[src/rtl/xcvr_pkg.sv]
package xcvr_pkg;
  localparam int NUM_PATHS = 2;
  localparam int PATH_AB   = 0;
  localparam int PATH_BA   = 1;

  typedef struct packed {
    logic drv_n;
    logic pass;
    logic stb;
    logic stb_en_n;
  } path_ctrl_t;
endpackage

[src/rtl/xcvr_edge_sense.sv]
module xcvr_edge_sense (
  input  logic clk,
  input  logic sig,
  output logic rise
);
  logic sig_q;

  // Sampled even during reset so no false edge appears after reset.
  always_ff @(posedge clk) begin
    sig_q <= sig;
  end

  assign rise = sig & ~sig_q;
endmodule

[src/rtl/xcvr_store_path.sv]
module xcvr_store_path
  import xcvr_pkg::*;
#(
  parameter int WIDTH = 18
) (
  input  logic             clk,
  input  logic             rst,
  input  path_ctrl_t       ctrl,
  input  logic [WIDTH-1:0] din,
  output logic [WIDTH-1:0] dout,
  output logic             drive
);
  logic             stb_rise;
  logic             capture;
  logic [WIDTH-1:0] held;
  logic [WIDTH-1:0] view;

  xcvr_edge_sense u_edge (
    .clk  (clk),
    .sig  (ctrl.stb),
    .rise (stb_rise)
  );

  // Transparency wins over a strobe edge.
  assign capture = ctrl.pass | (stb_rise & ~ctrl.stb_en_n);

  always_ff @(posedge clk) begin
    if (rst) begin
      held <= '0;
    end else if (capture) begin
      held <= din;
    end
  end

  assign view  = ctrl.pass ? din : held;
  assign drive = ~ctrl.drv_n;
  assign dout  = drive ? view : '0;
endmodule

[src/rtl/bus_xcvr_uni.sv]
module bus_xcvr_uni
  import xcvr_pkg::*;
#(
  parameter int WIDTH = 18
) (
  input  logic             clk,
  input  logic             rst,
  input  logic [WIDTH-1:0] a_in,
  output logic [WIDTH-1:0] a_out,
  output logic             a_drive,
  input  logic [WIDTH-1:0] b_in,
  output logic [WIDTH-1:0] b_out,
  output logic             b_drive,
  input  logic             ab_drv_n,
  input  logic             ab_pass,
  input  logic             ab_stb,
  input  logic             ab_stb_en_n,
  input  logic             ba_drv_n,
  input  logic             ba_pass,
  input  logic             ba_stb,
  input  logic             ba_stb_en_n
);
  path_ctrl_t       ctrl  [NUM_PATHS];
  logic [WIDTH-1:0] src   [NUM_PATHS];
  logic [WIDTH-1:0] dst   [NUM_PATHS];
  logic             dst_en[NUM_PATHS];

  assign ctrl[PATH_AB] = '{drv_n: ab_drv_n, pass: ab_pass, stb: ab_stb, stb_en_n: ab_stb_en_n};
  assign ctrl[PATH_BA] = '{drv_n: ba_drv_n, pass: ba_pass, stb: ba_stb, stb_en_n: ba_stb_en_n};
  assign src[PATH_AB]  = a_in;
  assign src[PATH_BA]  = b_in;

  for (genvar p = 0; p < NUM_PATHS; p++) begin : g_path
    xcvr_store_path #(.WIDTH(WIDTH)) u_path (
      .clk   (clk),
      .rst   (rst),
      .ctrl  (ctrl[p]),
      .din   (src[p]),
      .dout  (dst[p]),
      .drive (dst_en[p])
    );
  end

  assign b_out   = dst[PATH_AB];
  assign b_drive = dst_en[PATH_AB];
  assign a_out   = dst[PATH_BA];
  assign a_drive = dst_en[PATH_BA];
endmodule

[config.mk]
export PLATFORM = sky130hd
export DESIGN_NAME = bus_xcvr_uni
export DESIGN_NICKNAME = d
export VERILOG_FILES = /design/src/rtl/xcvr_pkg.sv /design/src/rtl/xcvr_edge_sense.sv /design/src/rtl/xcvr_store_path.sv /design/src/rtl/bus_xcvr_uni.sv
export SDC_FILE = /design/constraint.sdc
export NUM_CORES = 1
export LEC_CHECK = 0
export ABC_AREA = 1
export BUFFER_PORTS_ARGS = -buffer_cell sky130_fd_sc_hd__buf_2
export CAP_MARGIN = 40
export CORE_UTILIZATION = 25
export CTS_CLUSTER_SIZE = 16
export DETAILED_ROUTE_END_ITERATION = 8
export PLACE_DENSITY_LB_ADDON = 0.2
export SETUP_SLACK_MARGIN = 0.2
export SLEW_MARGIN = 30
export SYNTH_ARGS = -nofsm -noshare
export SYNTH_HDL_FRONTEND = slang
export SYNTH_SLANG_ARGS = --single-unit
[constraint.sdc]
create_clock -name clk -period 1.92 [get_ports clk]
set_input_delay 0.384 -clock clk [delete_from_list [all_inputs] [get_ports clk]]
set_output_delay 0.384 -clock clk [all_outputs]
set_load 0.01 [all_outputs]
==> summary.json, run 1 <==
{
  "status": {
    "outcome": "finished clean"
  },
  "clock_tree": {
    "cts_setup_buffers": 0,
    "clock_tree_from_tritoncts": "built",
    "cts_resized": 0,
    "cts.hold.buffers_added": 0,
    "cts_sinks": 38,
    "clock_latency_ps": 280,
    "root_buffer": "clkbuf_8",
    "clock_path_buffers": 2,
    "number_of_buffers_added_by_the_clock_tree_synthesis_step": 5,
    "cts_htree_levels": 2,
    "clock_slew_seen_by_the_registers_of_the_worst_setup_and_hold_paths_ps": 70
  },
  "synth": {
    "yosys.area.top_type_share_pct": 36.3,
    "ys_warn_count": 0,
    "netlist_area_mm2": 0.00210,
    "netlist_top_cells_area": "dfxtp_1 (36%), nor2_1 (19%), nand2_1 (13%)",
    "synth_cells": 322,
    "synth.most_common_cell": "nor2_1",
    "netlist.top_cell.by_area": "dfxtp_1",
    "synth-async-reset-ratio_pct": 0,
    "leading_post_synthesis_cells_by_instance_count": "nor2_1 (104), nand2_1 (70), a21oi_1 (38), dfxtp_1 (38), o21ai_0 (31)",
    "syn-num-nets": 368,
    "synth.yosys.seq_area_share_pct": 36.3,
    "synth_flop_cell": "dfxtp_1",
    "synth_enable_flop_cells": 0,
    "synth_unique_cells": 15,
    "syn-mean-instance-area_um2": 6.51,
    "ys_seq_elements": 38
  },
  "timing": {
    "hold_viol_final": 0,
    "timing_max_transition_violations_final": 0,
    "clock_skew_ps": 3.67,
    "unrepaired_setup_endpoints_after_global_routing": "no",
    "worst-slew-pin-transition_ps": 404,
    "fin_crit_sh_pct": 79.4,
    "smallest_setup_slack_after_layout_ps": 395,
    "slew_headroom_pct": 73.1,
    "layout_min_cycle_time_ps": 1520,
    "timing.final.setup_violations": 0,
    "timing.setup.tns_ps": 0,
    "max_clock_freq_mhz": 656
  },
  "power": {
    "p_int_mw": 1.26,
    "seq_power_share_pct": 48.2,
    "power_frac_clock_pct": 29.0,
    "power_per_cell_area_mw_per_mm2": 706,
    "comb_power_share_pct": 22.8,
    "max-vdd-ir-drop_v": 0.000248,
    "switching_power_mw": 0.527,
    "static-leakage-power_nw": 1.32,
    "power.share.switching_pct": 29.5
  },
  "detailed_routing": {
    "wl_per_cell_um": 10.3,
    "drt.antenna.violating_nets": 0,
    "detailedRoute.firstPassIterationCount": 4,
    "route.detailed.drc": 0,
    "routed_via_density": 4.27,
    "number_of_vias_after_detailed_routing": 2134,
    "drtIter0Drc": 46,
    "drt-total-wl_mm": 5.14
  },
  "setup_path": {
    "maximum_fanout_encountered_on_the_critical_timing_path": 40,
    "cp_data_arrival_time_ps": 1140,
    "worst_ep_required_time_ps": 1540,
    "crit-reg2reg-capture": "g_path[1].u_path.held[16]$_SDFFE_PP0P_",
    "start_kind": "input port",
    "endpoint_kind": "primary output",
    "critical_path.startpoint": "ba_pass",
    "worst_setup_path_endpoint": "a_out[10]",
    "reg2regPathDepth": 4,
    "setup.reg_to_reg.worst_slack_ps": 790,
    "regToRegStartpoint": "g_path[1].u_path.u_edge.sig_q$_DFF_P_",
    "setup.worst_path.class": "input port to primary output"
  },
  "final_layout": {
    "final-seq-area_um2": 761,
    "antennaDiodeCount": 0,
    "fin_util_pct": 31.0,
    "layout.nets": 441,
    "drive_above_1_share_pct": 25.1,
    "multi_input_comb_area_mm2": 0.00107,
    "flow.area_growth_from_synthesis_pct": 20.9,
    "layout.filler_cells": 923
  },
  "global_routing": {
    "met1_grt_util_pct": 15.3,
    "grt_pass1_vias": 1831,
    "grt.busiest_layer": "met2",
    "grt_max_degree": 41,
    "grt_use_total_pct": 12.0,
    "grt-ovfl-total": 0,
    "grt_use_met3_pct": 3.58,
    "met2_usage_pct": 19.4,
    "grt_first_pass_wirelength_mm": 8.33,
    "antenna_found_initial": 0
  },
  "place": {
    "port_buffers": 83,
    "hpwlAfterDp_mm": 3.34,
    "routabilityCongestion": 0.658,
    "preCtsSetupSlack_ps": 390
  },
  "flow_run": {
    "cap_viol_max_count": 0
  },
  "die": {
    "floorplan.die.height_um": 93.6,
    "std_cell_rows": 33,
    "die_area_mm2": 0.00876,
    "start_util_pct": 25.7,
    "core_region_area_mm2": 0.00818,
    "num_io_pins": 84,
    "die_width_um": 93.6
  },
  "min_path": {
    "holdCritPathClass": "input port to flip-flop"
  }
}
## cell type report
type | instances | share of cell area [%]
multi-input combinational | 252 | 42.3
inverter | 10 | 1.68
clock buffer | 7 | 3.01
timing repair buffer | 88 | 17.9
sequential | 38 | 30.0
tap | 105 | 5.18
## power groups by stage
stage | clock network (mW) | registers [mW] | logic [mW]
floorplan | 0 | 0.877 | 0.294
global placement | 0 | 0.879 | 0.409
detailed placement | 0 | 0.880 | 0.411
CTS | 0.558 | 0.862 | 0.413
global route | 0.588 | 0.867 | 0.469
finish | 0.519 | 0.862 | 0.408
## cells in the final DEF, fill, tap and decap left out, drive strengths merged
| cell type | count |
|---|---|
| a21oi | 38 |
| buf | 88 |
| clkbuf | 7 |
| clkinv | 1 |
| dfxtp | 38 |
| inv | 9 |
| nand2 | 70 |
| nand3 | 3 |
| nand3b | 1 |
| nor2 | 104 |
| o21ai | 36 |
## layer usage
metal | vias to the layer above | routed length [um]
met5 | - | 0
met4 | 0 | 56
met3 | 5 | 400
met2 | 72 | 2120
met1 | 891 | 2560
li1 | 1166 | -
## worst min-delay path by stage
stage,endpoint,cells after the start,slack [ps],start
2_1_floorplan,g_path[0].u_path.u_edge.sig_q$_DFF_P_,0,410,ab_stb
3_3_place_gp,g_path[0].u_path.u_edge.sig_q$_DFF_P_,1,530,ab_stb
3_5_place_dp,g_path[0].u_path.u_edge.sig_q$_DFF_P_,1,530,ab_stb
4_1_cts,g_path[0].u_path.u_edge.sig_q$_DFF_P_,1,230,ab_stb
5_1_grt,g_path[0].u_path.u_edge.sig_q$_DFF_P_,1,220,ab_stb
6_report,g_path[0].u_path.u_edge.sig_q$_DFF_P_,1,240,ab_stb
## registers in the layout, summed over array words and instances (netlist names)
register,count
g_path.u_path.u_edge.sig_q,2
g_path.u_path.held,36
## critical path, stage by stage
cell and delay [ps]:
buf_2 120, inv_4 250, o21ai_0 120, nor2_1 110, buf_2 140
## metrics by stage
stage	instance area, um^2	cells	power, mW	hold slack, ps
6_report	2530	500	1.79	239
4_1_cts	2530	500	1.83	225
5_1_grt	2530	500	1.92	219
3_5_place_dp	2460	493	1.29	535
2_1_floorplan	2100	322	1.17	412
3_3_place_gp	2460	493	1.29	532
## cell families (layout without fill, tap and decap cells)
logic type | count (synthesis) | count (layout) | share of synthesized area, %
AOI/OAI and AO/OA | 74 | 74 | 17.7
buffers and inverters | 32 | 105 | 12.6
DFF | 38 | 38 | 36.3
and+or+nand+nor | 178 | 178 | 33.4
Power figures use the tool's default switching activity.
==> run 2, diff against run 1 <==
- ABC_AREA: 1 -> 0
- clock period: 1.92 -> 1.6 ns (I/O delays scaled with it)
==> run 2 against run 1 <==
  * Utilization increased by 2.8 points
  * Synthesized cell count down 24%
  * Routed wire length grew 0.72%
  * Register-to-register slack lost 230 ps
  * Cell area increased by 16%
  * Combinational power grew 26%
  * First-iteration DRC count rose by 4.3%
  * Critical path depth shrank 2
  * Clock power is 35% higher
  * Sequential cell count unchanged
  * Hold slack lost 87 ps
==> summary.json, run 2 <==
{
  "detailed_routing": {
    "detailedRoute.firstPassIterationCount": 4,
    "drt.antenna.violating_nets": 0,
    "drtIter0Drc": 48,
    "wl_per_cell_um": 11.9,
    "route.detailed.drc": 0,
    "drt-total-wl_mm": 5.17,
    "number_of_vias_after_detailed_routing": 1841,
    "routed_via_density": 4.25
  },
  "power": {
    "power_per_cell_area_mw_per_mm2": 765,
    "static-leakage-power_nw": 1.45,
    "max-vdd-ir-drop_v": 0.000272
  },
  "timing": {
    "max_clock_freq_mhz": 741,
    "slew_headroom_pct": 76.6,
    "clock_skew_ps": 9.47,
    "timing_max_transition_violations_final": 0,
    "worst-slew-pin-transition_ps": 351,
    "hold_viol_final": 0,
    "unrepaired_setup_endpoints_after_global_routing": "yes",
    "fin_worst_hold_slack_ps": 153,
    "timing.setup.tns_ps": 0,
    "fin_crit_sh_pct": 84.4,
    "timing.final.setup_violations": 0,
    "smallest_setup_slack_after_layout_ps": 250,
    "layout_min_cycle_time_ps": 1350
  },
  "place": {
    "hpwlAfterDp_mm": 3.50,
    "port_buffers": 83,
    "preCtsSetupSlack_ps": 213,
    "routabilityCongestion": 0.657
  },
  "final_layout": {
    "drive_above_1_share_pct": 32.3,
    "multi_input_comb_area_mm2": 0.00134,
    "largest-register": "g_path.u_path.held",
    "antennaDiodeCount": 0,
    "flow.area_growth_from_synthesis_pct": 31.3,
    "largest_registers": "g_path.u_path.held (36), g_path.u_path.u_edge.sig_q (2)",
    "layout.filler_cells": 911,
    "layout.nets": 370,
    "most_common_cell_after_layout_fill_and_taps_aside": "buf_2",
    "flip_flop_count_of_the_largest_register_after_layout": 36,
    "final-seq-area_um2": 761,
    "most-common-layout-cells": "buf_2 (81), nand2b_1 (72), mux2i_1 (69)"
  },
  "synth": {
    "yosys.area.top_type_share_pct": 33.8,
    "syn-num-nets": 290,
    "ys_seq_elements": 38,
    "netlist.top_cell.by_area": "dfxtp_1",
    "leading_post_synthesis_cells_by_instance_count": "mux2i_1 (72), nand2b_1 (72), dfxtp_1 (38), nor2_1 (38), clkbuf_1 (8)",
    "synth-async-reset-ratio_pct": 0,
    "synth_cells": 244,
    "synth_flop_cell": "dfxtp_1",
    "synth_unique_cells": 12,
    "synth.yosys.seq_area_share_pct": 33.8,
    "syn-mean-instance-area_um2": 9.21,
    "synth_enable_flop_cells": 0,
    "netlist_top_cells_area": "dfxtp_1 (34%), mux2i_1 (32%), nand2b_1 (20%)",
    "netlist_area_mm2": 0.00225,
    "ys_warn_count": 0
  },
  "setup_path": {
    "crit_path_top_delay_cell": "dfxtp_1",
    "cp_data_arrival_time_ps": 1030,
    "critical_path.cell_chain": "mux2i_1 -> nor2_1 -> buf_2",
    "start_kind": "flip-flop",
    "setup.worst_path.class": "flip-flop to primary output",
    "worstPathBufferInverterCount": 1,
    "endpoint_kind": "primary output",
    "worst_ep_required_time_ps": 1280,
    "worst_path_dominant_cell_family": "flip-flops",
    "slowest_delay_ps": 320,
    "maximum_fanout_encountered_on_the_critical_timing_path": 2
  },
  "clock_tree": {
    "clock_latency_ps": 290,
    "cts_htree_levels": 2,
    "clock_slew_seen_by_the_registers_of_the_worst_setup_and_hold_paths_ps": 80,
    "cts_sinks": 38,
    "number_of_buffers_added_by_the_clock_tree_synthesis_step": 5,
    "root_buffer": "clkbuf_8",
    "clock_path_buffers": 2,
    "cts.hold.buffers_added": 0,
    "clock_tree_from_tritoncts": "built"
  },
  "die": {
    "die_width_um": 96.8,
    "die_area_mm2": 0.00938,
    "floorplan.die.height_um": 96.8,
    "start_util_pct": 25.8,
    "num_io_pins": 84,
    "std_cell_rows": 34,
    "core_region_area_mm2": 0.00872
  },
  "global_routing": {
    "grt_use_total_pct": 10.8,
    "grt_max_degree": 73,
    "grt-ovfl-total": 0,
    "antenna_found_initial": 0,
    "grt_pass1_vias": 1802,
    "grt_first_pass_wirelength_mm": 8.49
  },
  "status": {
    "outcome": "finished clean"
  },
  "flow_run": {
    "cap_viol_max_count": 0
  },
  "min_path": {
    "holdCritPathClass": "input port to flip-flop"
  }
}
[run 2: logic make-up after synthesis]
| kind of cell | share of synthesized area (%) |
|---|---|
| AO/OA/AOI/OAI | 0.779 |
| buffers and inverters | 6.96 |
| flip-flops | 33.8 |
| multiplexers | 32.1 |
| AND/OR/NAND/NOR | 26.4 |
[run 2: cell type report]
class                   count  share of cell area, %
clock buffers               7                   2.92
clock inverters             1                  0.170
inverters                   2                  0.254
multi-input cells         184                   45.5
flip-flops and latches     38                   25.8
well taps                 108                   4.58
repair buffers             93                   20.8
[run 2: report_power, final]
part | switching [mW] | total [mW] | internal, mW
sequential | 0.0336 | 1.04 | 1.01
combinational | 0.243 | 0.514 | 0.271
clock | 0.351 | 0.699 | 0.348
total | 0.627 | 2.26 | 1.63
[run 2: final timing paths]
path                                               from                                endpoint  slack (ps)  cells after the start
setup reg to reg  g_path[1].u_path.u_edge.sig_q$_DFF_P_  g_path[1].u_path.held[15]$_SDFFE_PP0P_         560                      4
setup / recovery  g_path[1].u_path.held[9]$_SDFFE_PP0P_                                a_out[9]         250                      3
hold reg to reg   g_path[0].u_path.held[4]$_SDFFE_PP0P_   g_path[0].u_path.held[4]$_SDFFE_PP0P_         480                      2
hold / removal                                   ba_stb   g_path[1].u_path.u_edge.sig_q$_DFF_P_         150                      1
[run 2: metal layers]
layer,GRT usage (%),part of all wire (%)
met4,3.21,1.2
met5,0,0
met1,13.8,47
met3,3.61,6.1
met2,17.3,46
[run 2: per-stage QoR]
stage	utilization (%)	std cells	total power [mW]	cell area, um^2
CTS	32.7	429	2.27	2850
floorplan	-	244	1.38	2250
global placement	31.6	421	1.55	2760
finish	33.8	433	2.26	2950
detailed placement	31.6	421	1.55	2760
global route	33.8	433	2.41	2950
[run 2: what timing repair did]
action                     4_1_cts  5_1_grt
buffers inserted                 0        1
setup endpoints to repair        0       17
resized for setup                0        8
hold endpoints to repair         0        0
==> run 3, diff against run 2 <==
- clock period: 1.6 -> 1.16 ns (I/O delays scaled with it)
==> run 3 against run 2 <==
  * The run now ends with setup timing left
  * Die area stayed put
  * First-iteration DRC count shrank 56%
  * Utilization is 1.6 points higher
  * Highest routed layer unchanged
==> summary.json, run 3 (synthesized netlist as in run 2, its figures left out) <==
{
  "timing": {
    "timing.final.setup_violations": 5,
    "worst-slew-pin-transition_ps": 215,
    "smallest_setup_slack_after_layout_ps": -9.13,
    "timing.setup.tns_ps": -23.9,
    "timing_max_transition_violations_final": 0,
    "layout_min_cycle_time_ps": 1170,
    "fin_crit_sh_pct": 101,
    "hold_viol_final": 0,
    "unrepaired_setup_endpoints_after_global_routing": "yes",
    "slew_headroom_pct": 85.7,
    "max_clock_freq_mhz": 855,
    "clock_skew_ps": 1.72
  },
  "detailed_routing": {
    "drt.antenna.violating_nets": 0,
    "drtIter0Drc": 21,
    "route.detailed.drc": 0,
    "drt-total-wl_mm": 5.22,
    "routed_via_density": 4.22,
    "number_of_vias_after_detailed_routing": 1862,
    "wl_per_cell_um": 11.8,
    "detailedRoute.firstPassIterationCount": 4
  },
  "setup_path": {
    "cp_data_arrival_time_ps": 940,
    "setup.reg_to_reg.worst_slack_ps": 10,
    "regToRegStartpoint": "g_path[1].u_path.u_edge.sig_q$_DFF_P_",
    "worst_ep_required_time_ps": 930,
    "setup.worst_path.class": "flip-flop to primary output",
    "crit-reg2reg-capture": "g_path[1].u_path.held[2]$_SDFFE_PP0P_",
    "reg2regPathDepth": 6,
    "maximum_fanout_encountered_on_the_critical_timing_path": 2,
    "critical_path.startpoint": "g_path[0].u_path.held[7]$_SDFFE_PP0P_",
    "start_kind": "flip-flop",
    "endpoint_kind": "primary output"
  },
  "global_routing": {
    "grt_max_degree": 73,
    "grt_pass1_vias": 1797,
    "grt-ovfl-total": 0,
    "grt_use_total_pct": 11.3,
    "grt_first_pass_wirelength_mm": 8.64,
    "antenna_found_initial": 0
  },
  "status": {
    "violated_checks": "setup timing",
    "outcome": "finished with violations"
  },
  "power": {
    "power_per_cell_area_mw_per_mm2": 997,
    "max-vdd-ir-drop_v": 0.000451,
    "static-leakage-power_nw": 1.51
  },
  "place": {
    "routabilityCongestion": 0.665,
    "postPlaceCellArea_mm2": 0.00280,
    "port_buffers": 83,
    "hpwlAfterDp_mm": 3.50
  },
  "die": {
    "die_area_mm2": 0.00938,
    "num_io_pins": 84,
    "floorplan.die.height_um": 96.8,
    "die_width_um": 96.8,
    "core_region_area_mm2": 0.00872,
    "start_util_pct": 25.8,
    "std_cell_rows": 34
  },
  "clock_tree": {
    "clock_slew_seen_by_the_registers_of_the_worst_setup_and_hold_paths_ps": 70,
    "clock_tree_from_tritoncts": "built",
    "root_buffer": "clkbuf_8",
    "clock_path_buffers": 2,
    "cts_htree_levels": 2,
    "number_of_buffers_added_by_the_clock_tree_synthesis_step": 5,
    "cts_sinks": 38,
    "clock_latency_ps": 280
  },
  "flow_run": {
    "cap_viol_max_count": 0
  },
  "min_path": {
    "hold-path-cell-count": 1,
    "min_delay_worst_endpoint": "g_path[1].u_path.u_edge.sig_q$_DFF_P_",
    "worstHoldStart": "ba_stb",
    "holdCritPathClass": "input port to flip-flop"
  },
  "final_layout": {
    "drive_above_1_share_pct": 43.5,
    "layout.nets": 379,
    "largest_registers": "g_path.u_path.held (36), g_path.u_path.u_edge.sig_q (2)",
    "largest-register": "g_path.u_path.held",
    "antennaDiodeCount": 0,
    "fin_util_pct": 35.4,
    "final-seq-area_um2": 805,
    "layout.filler_cells": 939,
    "flow.area_growth_from_synthesis_pct": 37.5,
    "most-common-layout-cells": "buf_2 (81), mux2i_1 (72), nand2b_1 (72)",
    "multi_input_comb_area_mm2": 0.00135,
    "postLayoutCellArea_mm2": 0.00309,
    "flip_flop_count_of_the_largest_register_after_layout": 36,
    "most_common_cell_after_layout_fill_and_taps_aside": "buf_2"
  }
}
==> run 3: critical path, cell delays in order, from the launching register on <==
cell	delay (ps)
dfxtp_2	320
mux2i_1	140
nor2_1	60
buf_2	140
==> run 3: how the worst max path moves through the flow <==
stage	slack [ps]	end
floorplan	150	a_out[10]
global placement	-20	b_out[1]
detailed placement	-40	b_out[0]
CTS	-30	b_out[0]
global route	-90	b_out[1]
finish	-9	b_out[7]
==> run 3: power by group <==
part           leakage (nW)  internal, mW  switching (mW)
Sequential            0.326          1.41          0.0437
Clock                0.0383         0.414           0.442
Combinational          1.15         0.419           0.350
Total                  1.51          2.24           0.836
==> run 3: through the flow <==
step	hold WS [ps]	total power, mW	setup WS [ps]	instances
after global placement	360	2.15	-24.1	425
after floorplan	260	1.92	154	244
after detailed placement	365	2.16	-41.4	425
after global routing	56.3	3.27	-88.6	441
after CTS	61.2	3.14	-28.1	440
final	73.1	3.08	-9.13	441
==> run 3: layout make-up <==
type,instances,area share (%)
clock buffers,7,2.47
inverters,2,0.243
multi-input cells,184,43.6
flip-flops and latches,38,26.0
well taps,108,4.37
repair buffers,102,23.3
==> run 3: repair_timing <==
action / CTS / global route
setup endpoints to repair: 73 / 72
hold endpoints to repair: 0 / 0
cloned: 5 / 0
hold buffers: 0 / 0
pin swaps: 4 / 13
gates resized for setup: 40 / 11
setup buffers: 3 / 1
==> run 3: metal layers <==
| layer | vias to the layer above | wire length (um) | global-route usage, % |
|---|---|---|---|
| met1 | 837 | 2360 | 13.7 |
| li1 | 967 | - | - |
| met2 | 56 | 2490 | 19.3 |
| met3 | 2 | 350 | 3.40 |
| met4 | 0 | 22 | 3.10 |
| met5 | - | 0 | 0 |
